==> src/rtl/raw_hz_pkg.sv <==
package raw_hz_pkg;

    localparam int NREG      = 16;
    localparam int RIDX_W    = $clog2(NREG);
    localparam int REG_BYTES = 2;
    localparam int REG_SH    = $clog2(REG_BYTES);

    typedef enum logic [1:0] {
        AM_DIR     = 2'b00,
        AM_IND     = 2'b01,
        AM_POSTMOD = 2'b10,
        AM_PREMOD  = 2'b11
    } amode_e;

    typedef logic [RIDX_W-1:0] ridx_t;

    // Destination side of an instruction, kept while it writes back
    typedef struct packed {
        logic   valid;
        amode_e mode;
        ridx_t  rn;
    } dst_t;

    // Source side of the instruction entering operand fetch
    typedef struct packed {
        logic   valid;
        amode_e mode;
        ridx_t  rn;
    } src_t;

    // Source address is formed from a working register
    function automatic logic reads_via_ptr(amode_e m);
        return m != AM_DIR;
    endfunction

    // Pointer register itself is updated by the addressing mode
    function automatic logic updates_ptr(amode_e m);
        return (m == AM_POSTMOD) || (m == AM_PREMOD);
    endfunction

    // Result goes to data memory at an effective address
    function automatic logic stores_mem(amode_e m);
        return m != AM_DIR;
    endfunction

endpackage

==> src/rtl/raw_hz_prod_reg.sv <==
module raw_hz_prod_reg
    import raw_hz_pkg::*;
(
    input  logic clk,
    input  logic rst,
    input  logic bubble,
    input  dst_t nxt,
    output dst_t cur
);

    always_ff @(posedge clk) begin
        if (rst) begin
            cur <= '0;
        end else if (bubble) begin
            // consumer held, NOP enters the producer slot
            cur.valid <= 1'b0;
        end else begin
            cur <= nxt;
        end
    end

endmodule

==> src/rtl/raw_hz_wset.sv <==
module raw_hz_wset
    import raw_hz_pkg::*;
#(
    parameter int ADDR_W   = 16,
    parameter int MAP_BASE = 0
) (
    input  dst_t              prd,
    input  logic [ADDR_W-1:0] addr,
    output logic [NREG-1:0]   wmask
);

    localparam logic [ADDR_W:0]   WIN_LO = (ADDR_W+1)'(MAP_BASE);
    localparam logic [ADDR_W:0]   WIN_HI = (ADDR_W+1)'(MAP_BASE + NREG * REG_BYTES);
    localparam logic [ADDR_W-1:0] BASE_A = ADDR_W'(MAP_BASE);

    logic              map_hit;
    logic [ADDR_W-1:0] offs;
    ridx_t             map_idx;

    always_comb begin
        map_hit = ({1'b0, addr} >= WIN_LO) && ({1'b0, addr} < WIN_HI);
        offs    = addr - BASE_A;
        map_idx = ridx_t'(offs >> REG_SH);
    end

    for (genvar k = 0; k < NREG; k++) begin : g_reg
        logic named_hit;
        logic mapped_hit;
        always_comb begin
            named_hit  = prd.valid
                      && ((prd.mode == AM_DIR) || updates_ptr(prd.mode))
                      && (prd.rn == ridx_t'(k));
            mapped_hit = prd.valid && stores_mem(prd.mode)
                      && map_hit && (map_idx == ridx_t'(k));
            wmask[k]   = named_hit || mapped_hit;
        end
    end

endmodule

==> src/rtl/raw_hz_match.sv <==
module raw_hz_match
    import raw_hz_pkg::*;
(
    input  src_t            cons,
    input  logic [NREG-1:0] wmask,
    output logic            hazard
);

    always_comb begin
        hazard = cons.valid && reads_via_ptr(cons.mode) && wmask[cons.rn];
    end

endmodule

==> src/rtl/raw_hz_detect.sv <==
module raw_hz_detect
    import raw_hz_pkg::*;
#(
    parameter int ADDR_W   = 16,
    parameter int MAP_BASE = 0
) (
    input  logic              clk,
    input  logic              rst,
    input  logic              fet_valid,
    input  logic [1:0]        fet_dst_mode,
    input  logic [3:0]        fet_dst_reg,
    input  logic [1:0]        fet_src_mode,
    input  logic [3:0]        fet_src_reg,
    input  logic [ADDR_W-1:0] wb_addr,
    output logic              stall_req,
    output logic              fetch_hold
);

    dst_t            nxt_dst;
    dst_t            prd_dst;
    src_t            cons_src;
    logic [NREG-1:0] wmask;
    logic            hazard;

    always_comb begin
        nxt_dst.valid  = fet_valid;
        nxt_dst.mode   = amode_e'(fet_dst_mode);
        nxt_dst.rn     = ridx_t'(fet_dst_reg);
        cons_src.valid = fet_valid;
        cons_src.mode  = amode_e'(fet_src_mode);
        cons_src.rn    = ridx_t'(fet_src_reg);
    end

    raw_hz_prod_reg u_prod (
        .clk    (clk),
        .rst    (rst),
        .bubble (hazard),
        .nxt    (nxt_dst),
        .cur    (prd_dst)
    );

    raw_hz_wset #(
        .ADDR_W   (ADDR_W),
        .MAP_BASE (MAP_BASE)
    ) u_wset (
        .prd   (prd_dst),
        .addr  (wb_addr),
        .wmask (wmask)
    );

    raw_hz_match u_match (
        .cons   (cons_src),
        .wmask  (wmask),
        .hazard (hazard)
    );

    assign stall_req  = hazard;
    assign fetch_hold = hazard;

endmodule

==> config.mk <==
export PLATFORM = sky130hd
export DESIGN_NAME = raw_hz_detect
export DESIGN_NICKNAME = d
export VERILOG_FILES = /design/src/rtl/raw_hz_pkg.sv /design/src/rtl/raw_hz_prod_reg.sv /design/src/rtl/raw_hz_wset.sv /design/src/rtl/raw_hz_match.sv /design/src/rtl/raw_hz_detect.sv
export SDC_FILE = /design/constraint.sdc
export NUM_CORES = 1
export LEC_CHECK = 0
export BUFFER_PORTS_ARGS = -buffer_cell sky130_fd_sc_hd__buf_4
export CAP_MARGIN = 5
export CORE_ASPECT_RATIO = 0.9
export CORE_MARGIN = 1.5
export CORE_UTILIZATION = 45
export CTS_BUF_LIST = sky130_fd_sc_hd__clkbuf_8
export DETAILED_ROUTE_END_ITERATION = 8
export PLACE_DENSITY = 0.77
export SYNTH_ARGS = -nofsm -noshare
export SYNTH_HDL_FRONTEND = slang
export SYNTH_HIERARCHICAL = 1
export SYNTH_SLANG_ARGS = --single-unit
==> constraint.sdc <==
create_clock -name clk -period 3.4 [get_ports clk]
set_input_delay 0.51 -clock clk [delete_from_list [all_inputs] [get_ports clk]]
set_output_delay 0.51 -clock clk [all_outputs]
set_load 0.03 [all_outputs]
==> out/qor.yml <==
detailed_place_hpwl_um: 1540
drt-vias-per-instance: 5.58
holdBufCountCts: 0
cp_cell_sequence: "buf_6 > or4_4 > nor4b_4 > nand3_2 > o21ai_1 > mux4_2 > o22ai_2 > a311o_1 > a21oi_2 > buf_6"
relSlewSlack: 0.441
synth_sequential_area_ratio: 0.191
detail-route-antenna-nets: 0
regToRegEndpoint: "u_prod/cur[2]$_SDFFE_PP0N_"
path_buf_inv: 2
max_stage_delay_ps: 530
netlist_top_cells_area: "dfxtp_1, mux2i_1, o21ai_1"
final.min_clock_period_ps: 3380
tritoncts: "done"
wl_met2_um: 979
tritoncts.num_buffers: 3
critical-path-top-cell-by-count: "buf_6"
critical_path.max_fanout: 4
grt_antenna_before_repair: 0
number_of_global_route_vias_before_repair: 661
ys.warnings.count: 6
average_cell_area_after_synthesis_um2: 7.64
timing.reg2reg.worst_path_depth: 11
finalMaxSlewViolations: 0
routedWlPerCell_um: 13.2
grt_setup_unrepaired: "yes"
rows: 13
area.growth.synth_to_final_pct: 47.1
drt_first_iter_violations: 28
worst_hold_path.endpoint: "u_prod/cur[0]$_SDFFE_PP0N_"
worst_hold_path_type: "input port to flop"
r2r_setup_slack_ps: 580
chipHeight_um: 41.3
edff_count_synth: 0
timing.setup.critical_path_class: "input port to primary output"
synth_most_common_cell: "o21ai_1"
finish.net_count: 164
clock_skew_ps: 2.78
cts_max_path_buffers: 2
clock_pin_transition_on_the_worst_setup_and_hold_timing_paths_ps: 40
synth_top_cell_by_area: "dfxtp_1"
power-per-cell-area_nw_per_um2: 262
globalRouteOverflowTotal: 0
preCtsSetupSlack_ps: 64.6
synth_cell_types: 29
final_core_utilization: 0.729
layout_setup_ws_ps: 21.6
worstPathArrival_ps: 2870
vias: 859
share_of_cells_above_drive_strength_1: 0.364
wl_met3_um: 143
yosys_most_used_dff: "dfxtp_1"
global_route_wire_length_before_repair_um: 2960
port-buffer-count: 31
timing.hold.worst.start: "rst"
dieArea_um2: 1880
vdd_drop_max_uv: 323
seq_cells_post_synth: 7
max_capacitance_violation_total: 0
grt_start_max_net_pins: 10
setup_viol: 0
endpoint_kind: "primary output"
timing.rr.start: "u_prod/cur[6]$_SDFF_PP0_"
synth_async_sr_flop_share: 0
hold_slack_ps: 507
initial_utilization: 0.495
place.gp.congestion: 0.837
wl_final_um: 2040
io_pins: 33
power_leakage_nw: 0.431
antenna-diode-count: 0
registers.top_by_ff_count: "u_prod/cur"
crit_slowest_cell: "or4_4"
min_delay_path_depth: 2
post-cts-setup-buffer-count: 0
synthesis.area_um2: 733
cts-htree-levels: 1
biggestRegsByFlops: "u_prod/cur: 7 flops"
layout.cells.non_filler: 154
achievable-frequency_mhz: 296
synthesis.instances: 96
critical_path.startpoint_type: "input port"
final_min_period_over_clock_period: 0.994
drt-met1-wl_um: 912
detail_route.first_pass.iterations: 4
top_layer: "met3"
floorplan.die.width_um: 45.6
yosys-top-cells-count: "o21ai_1, nand2_1, mux2i_1, nor2_1, nand3_1"
grt_usage: 0.224
post-synth-top-area-fraction: 0.191
worst-endpoint-required_ps: 2890
status: "finished, final reports clean"
insertion_delay_ps: 220
number_of_placed_instances_taps_included: 150
cts_root_buf: "clkbuf_8"
tightestPinTransition_ps: 831
syn_nets: 127
cpLargestDelayFamily: "simple AND/OR/NAND/NOR gates"
timing.setup.tns_ps: 0
largest_reg_flops: 7
core_area_um2: 1480
final_routed_drc_violation_total: 0
report.final.hold_viol_count: 0
cts_sinks: 7
[where the power goes]
part	switching, W	internal [W]	leakage [nW]
Combinational	0.0000347	0.0000418	0.345
Sequential	0.00000689	0.0000880	0.0583
Clock	0.0000338	0.0000779	0.0269
Total	0.0000754	0.000208	0.431
[worst reg2reg max path, stage by stage (launching register included)]
cell     delay, ps
dfxtp_1        350
inv_1           90
nor4b_1        690
nand2_1        130
o21ai_1        110
mux4_2         260
o22ai_2         60
a311o_1        300
a21oi_2        220
buf_4          220
mux2i_1        230
nor2_1          60
[per-stage QoR]
stage / instance area [um^2] / power, W
CTS: 1040 / 0.000281
finish: 1080 / 0.000283
global placement: 997 / 0.000166
detailed placement: 997 / 0.000168
global route: 1080 / 0.000297
floorplan: 737 / 0.000132
[metal layers]
metal  up-vias  global-route usage
met5         -                   0
met4         0              0.0662
met3         0              0.0259
met2        31               0.363
met1       398               0.314
li1        430                   -
[repair_timing]
action,CTS,global route
setup endpoints to repair,0,2
resized for setup,0,8
hold endpoints to repair,0,0
[layout make-up]
cell class / count / area (um^2)
Clock inverter: 1 / 3.75
Inverter: 4 / 15.0
Tap cell: 22 / 27.5
Clock buffer: 3 / 41.3
Fill cell: 128 / 402
Sequential cell: 7 / 140
Multi-Input combinational cell: 82 / 573
Timing Repair Buffer: 35 / 278
[worst max path at each step]
stage	from	end	cells past startpoint
after detailed placement	wb_addr[8]	fetch_hold	10
after global placement	wb_addr[8]	fetch_hold	10
after CTS	wb_addr[8]	fetch_hold	10
final	wb_addr[5]	stall_req	10
after floorplan	wb_addr[8]	stall_req	9
after global routing	wb_addr[5]	fetch_hold	10
[logic make-up (layout without fill, tap and decap cells)]
logic type / count (synthesis) / count (layout) / share of synthesized area
AND/OR/NAND/NOR: 49 / 49 / 0.381
AO/OA/AOI/OAI: 21 / 21 / 0.162
multiplexers: 12 / 12 / 0.205
flip-flops: 7 / 7 / 0.191
buffers and inverters: 7 / 43 / 0.0614
[cell usage in the layout (no fill, tap or decap), drive strengths merged, types with 2 or more instances in the layout]
cell    instances
buf            35
o21ai          14
nand2          12
mux2i           9
nor2            9
nand3           8
dfxtp           7
inv             5
o22ai           4
clkbuf          3
nor3b           3
nand2b          3
nor2b           3
and4b           2
nand4           2
mux4            2
nor4b           2
(Power assumes the default switching activity.)
